===== src/rtl/shift_pkg.sv =====
package shift_pkg;
  typedef enum logic [2:0] {
    OP_SHL  = 3'd0,
    OP_SHR  = 3'd1,
    OP_ROTL = 3'd2,
    OP_ROTR = 3'd3,
    OP_SAR  = 3'd4,
    OP_SWAP = 3'd5
  } shift_op_e;

  localparam int unsigned NUM_FLAGS = 5;
  localparam int unsigned FLG_C = 0;
  localparam int unsigned FLG_Z = 1;
  localparam int unsigned FLG_N = 2;
  localparam int unsigned FLG_V = 3;
  localparam int unsigned FLG_H = 4;

  localparam logic [NUM_FLAGS-1:0] WE_LEFT  = 5'b11111;
  localparam logic [NUM_FLAGS-1:0] WE_RIGHT = 5'b01111;
  localparam logic [NUM_FLAGS-1:0] WE_NONE  = 5'b00000;
endpackage


===== src/rtl/shift_datapath.sv =====
module shift_datapath
  import shift_pkg::*;
#(
  parameter int unsigned WIDTH = 8
) (
  input  logic [2:0]       op_i,
  input  logic [WIDTH-1:0] operand_i,
  input  logic             carry_i,
  output logic [WIDTH-1:0] result_o,
  output logic             carry_o,
  output logic             half_o,
  output logic             is_left_o,
  output logic             is_right_o
);
  localparam int unsigned HALF = WIDTH / 2;

  logic [WIDTH-1:0] swapped;

  // nibble swap built bit by bit so WIDTH stays generic
  for (genvar i = 0; i < WIDTH; i++) begin : g_swap
    if (i < HALF) begin : g_lo
      assign swapped[i] = operand_i[i+HALF];
    end else begin : g_hi
      assign swapped[i] = operand_i[i-HALF];
    end
  end

  assign half_o = operand_i[HALF-1];

  always_comb begin
    result_o   = operand_i;
    carry_o    = 1'b0;
    is_left_o  = 1'b0;
    is_right_o = 1'b0;
    case (shift_op_e'(op_i))
      OP_SHL: begin
        result_o  = {operand_i[WIDTH-2:0], 1'b0};
        carry_o   = operand_i[WIDTH-1];
        is_left_o = 1'b1;
      end
      OP_ROTL: begin
        result_o  = {operand_i[WIDTH-2:0], carry_i};
        carry_o   = operand_i[WIDTH-1];
        is_left_o = 1'b1;
      end
      OP_SHR: begin
        result_o   = {1'b0, operand_i[WIDTH-1:1]};
        carry_o    = operand_i[0];
        is_right_o = 1'b1;
      end
      OP_ROTR: begin
        result_o   = {carry_i, operand_i[WIDTH-1:1]};
        carry_o    = operand_i[0];
        is_right_o = 1'b1;
      end
      OP_SAR: begin
        result_o   = {operand_i[WIDTH-1], operand_i[WIDTH-1:1]};
        carry_o    = operand_i[0];
        is_right_o = 1'b1;
      end
      OP_SWAP: result_o = swapped;
      default: result_o = operand_i;
    endcase
  end
endmodule


===== src/rtl/shift_flags.sv =====
module shift_flags
  import shift_pkg::*;
#(
  parameter int unsigned WIDTH = 8
) (
  input  logic [WIDTH-1:0]     result_i,
  input  logic                 carry_i,
  input  logic                 half_i,
  input  logic                 is_left_i,
  input  logic                 is_right_i,
  output logic [NUM_FLAGS-1:0] flags_o,
  output logic [NUM_FLAGS-1:0] we_o
);
  logic [NUM_FLAGS-1:0] raw;

  always_comb begin
    raw        = '0;
    raw[FLG_C] = carry_i;
    raw[FLG_Z] = ~|result_i;
    raw[FLG_N] = result_i[WIDTH-1];
    raw[FLG_V] = result_i[WIDTH-1] ^ carry_i;
    raw[FLG_H] = half_i;
  end

  always_comb begin
    if (is_left_i)       we_o = WE_LEFT;
    else if (is_right_i) we_o = WE_RIGHT;
    else                 we_o = WE_NONE;
  end

  // disabled flags read as zero
  assign flags_o = raw & we_o;
endmodule


===== src/rtl/shift_out_reg.sv =====
module shift_out_reg
  import shift_pkg::*;
#(
  parameter int unsigned WIDTH = 8
) (
  input  logic                 clk_i,
  input  logic                 rst_ni,
  input  logic                 valid_i,
  input  logic [WIDTH-1:0]     result_i,
  input  logic [NUM_FLAGS-1:0] flags_i,
  input  logic [NUM_FLAGS-1:0] we_i,
  output logic                 valid_o,
  output logic [WIDTH-1:0]     result_o,
  output logic [NUM_FLAGS-1:0] flags_o,
  output logic [NUM_FLAGS-1:0] we_o
);
  always_ff @(posedge clk_i or negedge rst_ni) begin
    if (!rst_ni) begin
      valid_o  <= 1'b0;
      result_o <= '0;
      flags_o  <= '0;
      we_o     <= '0;
    end else begin
      valid_o <= valid_i;
      we_o    <= valid_i ? we_i : '0;
      if (valid_i) begin
        result_o <= result_i;
        flags_o  <= flags_i;
      end
    end
  end
endmodule


===== src/rtl/byte_shift_unit.sv =====
module byte_shift_unit
  import shift_pkg::*;
#(
  parameter int unsigned WIDTH = 8
) (
  input  logic                 clk_i,
  input  logic                 rst_ni,
  input  logic                 valid_i,
  input  logic [2:0]           op_i,
  input  logic [WIDTH-1:0]     operand_i,
  input  logic                 carry_i,
  output logic                 valid_o,
  output logic [WIDTH-1:0]     result_o,
  output logic [NUM_FLAGS-1:0] flags_o,
  output logic [NUM_FLAGS-1:0] flag_we_o
);
  logic [WIDTH-1:0]     dp_result;
  logic                 dp_carry;
  logic                 dp_half;
  logic                 dp_left;
  logic                 dp_right;
  logic [NUM_FLAGS-1:0] fl_val;
  logic [NUM_FLAGS-1:0] fl_we;

  shift_datapath #(.WIDTH(WIDTH)) u_dp (
    .op_i       (op_i),
    .operand_i  (operand_i),
    .carry_i    (carry_i),
    .result_o   (dp_result),
    .carry_o    (dp_carry),
    .half_o     (dp_half),
    .is_left_o  (dp_left),
    .is_right_o (dp_right)
  );

  shift_flags #(.WIDTH(WIDTH)) u_flags (
    .result_i   (dp_result),
    .carry_i    (dp_carry),
    .half_i     (dp_half),
    .is_left_i  (dp_left),
    .is_right_i (dp_right),
    .flags_o    (fl_val),
    .we_o       (fl_we)
  );

  shift_out_reg #(.WIDTH(WIDTH)) u_reg (
    .clk_i    (clk_i),
    .rst_ni   (rst_ni),
    .valid_i  (valid_i),
    .result_i (dp_result),
    .flags_i  (fl_val),
    .we_i     (fl_we),
    .valid_o  (valid_o),
    .result_o (result_o),
    .flags_o  (flags_o),
    .we_o     (flag_we_o)
  );
endmodule


===== config.mk =====
export PLATFORM = sky130hd
export DESIGN_NAME = byte_shift_unit
export DESIGN_NICKNAME = d
export VERILOG_FILES = /design/src/rtl/shift_pkg.sv /design/src/rtl/shift_datapath.sv /design/src/rtl/shift_flags.sv /design/src/rtl/shift_out_reg.sv /design/src/rtl/byte_shift_unit.sv
export SDC_FILE = /design/constraint.sdc
export NUM_CORES = 1
export LEC_CHECK = 0
export ABC_AREA = 1
export CAP_MARGIN = 25
export CORE_MARGIN = 2
export CORE_UTILIZATION = 25
export CTS_BUF_LIST = sky130_fd_sc_hd__clkbuf_8
export DETAILED_ROUTE_END_ITERATION = 7
export SLEW_MARGIN = 40
export SYNTH_ARGS = -nofsm -noshare
export SYNTH_HDL_FRONTEND = slang
export SYNTH_SLANG_ARGS = --single-unit

===== constraint.sdc =====
create_clock -name clk_i -period 0.8 [get_ports clk_i]
set_clock_uncertainty 0.15 [all_clocks]
set_input_delay 0.08 -clock clk_i [delete_from_list [all_inputs] [get_ports clk_i]]
set_output_delay 0.08 -clock clk_i [all_outputs]
set_load 0.01 [all_outputs]

==> impl_summary.log <==
INFO  metric cts-root-to-sink-buffers = 2
INFO  metric antenna_found_initial = 0
INFO  metric setup_viol = 32
INFO  metric yosys.area.top_type_share = approximately 40%
INFO  metric synthDistinctLibCells = 21
INFO  metric place_area = 0.00158 sq mm
INFO  metric first_iter_violations = 40
INFO  metric vias = 1162
INFO  metric areaGrowthSynthToFinish = 76.1%
INFO  metric power_density = between 1000 and 1500 mW/mm^2
INFO  metric final.fill_count = slightly above 400
INFO  metric cts_hold_repair.buffers = 0
INFO  metric mappedNetlistNets = between 150 and 200
INFO  metric horiz_die_dim = between 60 and 70 um
INFO  metric hold_path.class = in -> reg
INFO  metric mappedNetlistArea = 1000 sq um
INFO  metric postSynthAreaPerCell = approximately 7 sq um
INFO  metric combPwrFrac = about 37%
INFO  metric port_buffers = 33
INFO  metric ctsHtreeMaxLevel = 1
INFO  metric unrepaired_setup_endpoints_after_global_routing = yes
INFO  metric highest_clock_rate = roughly 980 MHz
INFO  metric switching_part_of_the_total = between 30% and 40%
INFO  metric setup_ws = -0.216 ns
INFO  metric dieArea = roughly 0.0045 sq mm
INFO  metric groute.usage.overall = between 10% and 20%
INFO  metric sequential_fraction_of_design_power = ~39%
INFO  metric p_switching = around 0.73 mW
INFO  metric synth-seq-area-share = about two fifths
INFO  metric worst_skew_pair.late_latency = ~0.24 ns
INFO  metric remaining_drc_errors = 0
INFO  metric gp_congestion = ~0.86
INFO  metric power_report.internal_total = 1.67 mW
INFO  metric wire_per_inst = between 10 and 15 um
INFO  metric timing_worst_slew_pin_value = roughly 0.24 ns
INFO  metric power_frac_clock = 24.2%
INFO  metric critical-path-slowest-cell = sky130_fd_sc_hd__dfrtp_1
INFO  metric cp_max_fo = 2
INFO  metric worstPathCellList = buf_2
INFO  metric io_pins = 34
INFO  metric vdd_ir_drop_max = about 0.52 mV
INFO  metric netlist.top_cell.by_area = sky130_fd_sc_hd__dfrtp_1
INFO  metric hold-worst-slack = ~0.012 ns
INFO  metric grt_start_max_net_pins = 23
INFO  metric drt-total-wl = about 3.0 mm
INFO  metric row_count = 22
INFO  metric numClockSinks = 16
INFO  metric ys.warnings.count = 0
INFO  metric crit_type = reg -> out
INFO  metric endpoint_kind = output port
INFO  metric timing_max_transition_violations_final = 0
INFO  metric synth_cells = around 150
INFO  metric area_of_the_placeable_core = roughly 0.0037 sq mm
INFO  metric drv.max_cap_violation_count = 0
INFO  metric starting_density_of_the_core = a little over a quarter
INFO  metric cts_inserted_buffers = 3
INFO  metric route.antenna.remaining_nets = 0
INFO  metric relSlewSlack = a little over four fifths
INFO  metric stage_delay_of_the_slowest_cell_on_the_critical_path = approximately 0.4 ns
INFO  metric failed_checks = negative setup slack
INFO  metric die_height = 67.2 um
INFO  metric start_kind = register
INFO  metric tritoncts = done
INFO  metric finalHoldViolations = 0
INFO  metric synth.ff_latch_count = 16
INFO  metric critical-path-top-delay-family = flip-flops
INFO  metric cp_data_required_time = approximately 0.57 ns
INFO  metric global_route_wire_length_before_repair = between 5 and 6 mm
INFO  metric power_leakage = a little over 0.9 nW
INFO  metric num_antenna_cells = 0
INFO  metric post-route-cell-area = approximately 0.0018 sq mm
INFO  metric period_minus_slack = 1.02 ns
INFO  metric final_layout_size_suffix_gt1_share = 51.9%
INFO  metric first_pass_drt_iterations = 4
INFO  metric critPathBufInv = 1
INFO  metric synth.area.top_cells = sky130_fd_sc_hd__dfrtp_1, sky130_fd_sc_hd__nand2_1, sky130_fd_sc_hd__nor2_1, sky130_fd_sc_hd__o21ai_0, sky130_fd_sc_hd__inv_1
INFO  metric detailed_placement_wirelength_estimate = around 1.8 mm
INFO  metric number_of_global_route_vias_before_repair = between 1k and 1.5k
INFO  metric global_route.overflow_total = 0
INFO  metric post-route-period-util = 127%
INFO  metric totalPowerFinal = approximately 2.4 mW
INFO  metric clk_transition_reported_paths = about 0.060 ns
INFO  metric final_net_count = approximately 230
INFO  metric run_status = finished, violations left
INFO  metric vias_per_cell = 4.54
INFO  metric data_arrival_at_the_endpoint_of_the_critical_path = a little under 0.8 ns
INFO  metric ctsRootBufferMaster = sky130_fd_sc_hd__clkbuf_8
-- flip-flops by register name, summed over array words and instances, names as in the netlist --
signal and cells:
u_reg.we_o 2, u_reg.valid_o 1, u_reg.result_o 8, u_reg.flags_o 5
-- through the flow --
stage / setup WS (ns) / TNS [ns] / util (%) / cells
2_1_floorplan: -0.192 / -0.822 / - / 145
6_report: -0.216 / -5.17 / 47.0 / 256
3_3_place_gp: -0.957 / -17.23 / 42.1 / 241
5_1_grt: -0.269 / -6.43 / 47.0 / 256
4_1_cts: -0.220 / -5.02 / 45.3 / 252
3_5_place_dp: -0.938 / -17.45 / 42.1 / 241
-- final cells by class --
cell class	count	area [sq um]	area share, %
repair buffers	66	566	32.1
inverters	14	55.1	3.13
flip-flops and latches	16	400	22.7
clock buffers	3	41.3	2.35
well taps	48	60.1	3.41
multi-input cells	109	638	36.2
-- cells in the mapped netlist, drive strengths merged --
master	instances
a22oi	1
dfrtp	16
nand4	5
nand2	61
or2	3
nor3	2
a21boi	1
o211ai	1
nor2	18
clkbuf	2
nand3	4
buf	5
inv	14
o21ai	12
-- metal layers --
layer	GRT usage [%]	vias up	wire length (um)
met2	24.8	51	1410
met4	6.12	0	41
met5	0	-	0
met1	19.9	528	1350
li1	-	579	-
met3	1.00	4	174
-- cell families (layout without fill, tap and decap cells) --
logic type	Yosys count	count (layout)	synth area share, %
simple gates	93	94	40.7
buf+inv	21	83	10.5
flops	16	16	40.0
compound gates	15	15	8.76
-- power by group through the flow --
stage / sequential [mW] / clock [mW] / combinational (mW)
6_report: 0.931 / 0.581 / 0.888
5_1_grt: 0.942 / 0.652 / 0.971
4_1_cts: 0.928 / 0.600 / 0.814
3_5_place_dp: 0.946 / 0 / 0.777
3_3_place_gp: 0.941 / 0 / 0.779
2_1_floorplan: 0.982 / 0 / 0.289
-- path summary, 6_finish.rpt --
kind / start / to / slack [ns] / depth (start not counted)
setup / recovery: u_reg.result_o[0] / result_o[0] / -0.22 / 1
min in group asynchronous: rst_ni / u_reg.flags_o[0] / 0.03 / 2
setup reg to reg: u_reg.flags_o[3] / u_reg.flags_o[3] / -0.15 / 3
hold / removal: valid_i / u_reg.valid_o / 0.01 / 1
max in group asynchronous: rst_ni / u_reg.flags_o[1] / 0.35 / 2
hold reg to reg: u_reg.flags_o[2] / u_reg.flags_o[2] / 0.33 / 2
-- what timing repair did --
item / 4_1_cts / 5_1_grt
endpoints found under the setup margin: 34 / 33
endpoints found under the hold margin: 0 / 0
gates resized for setup: 141 / 23
pin swaps: 23 / 22
buffers inserted: 9 / 5
cloned: 2 / 0
-- cells in the final DEF, fill, tap and decap left out, types with 2 or more instances in the layout --
master and count:
sky130_fd_sc_hd__buf_2 19, sky130_fd_sc_hd__clkbuf_8 3, sky130_fd_sc_hd__nand2_1 40, sky130_fd_sc_hd__nand4_1 5, sky130_fd_sc_hd__buf_8 3, sky130_fd_sc_hd__nor2_4 4
sky130_fd_sc_hd__clkbuf_2 3, sky130_fd_sc_hd__nand2_2 18, sky130_fd_sc_hd__o21ai_2 5, sky130_fd_sc_hd__nand2_4 2, sky130_fd_sc_hd__dfrtp_1 16, sky130_fd_sc_hd__nor2_1 11
sky130_fd_sc_hd__buf_4 20, sky130_fd_sc_hd__or2_0 3, sky130_fd_sc_hd__o21ai_1 6, sky130_fd_sc_hd__inv_2 5, sky130_fd_sc_hd__nand3_1 2, sky130_fd_sc_hd__buf_6 9
sky130_fd_sc_hd__nor2_2 4, sky130_fd_sc_hd__nand3_2 2, sky130_fd_sc_hd__buf_12 3, sky130_fd_sc_hd__dlygate4sd2_1 7, sky130_fd_sc_hd__inv_1 8
(Power assumes the default switching activity.)
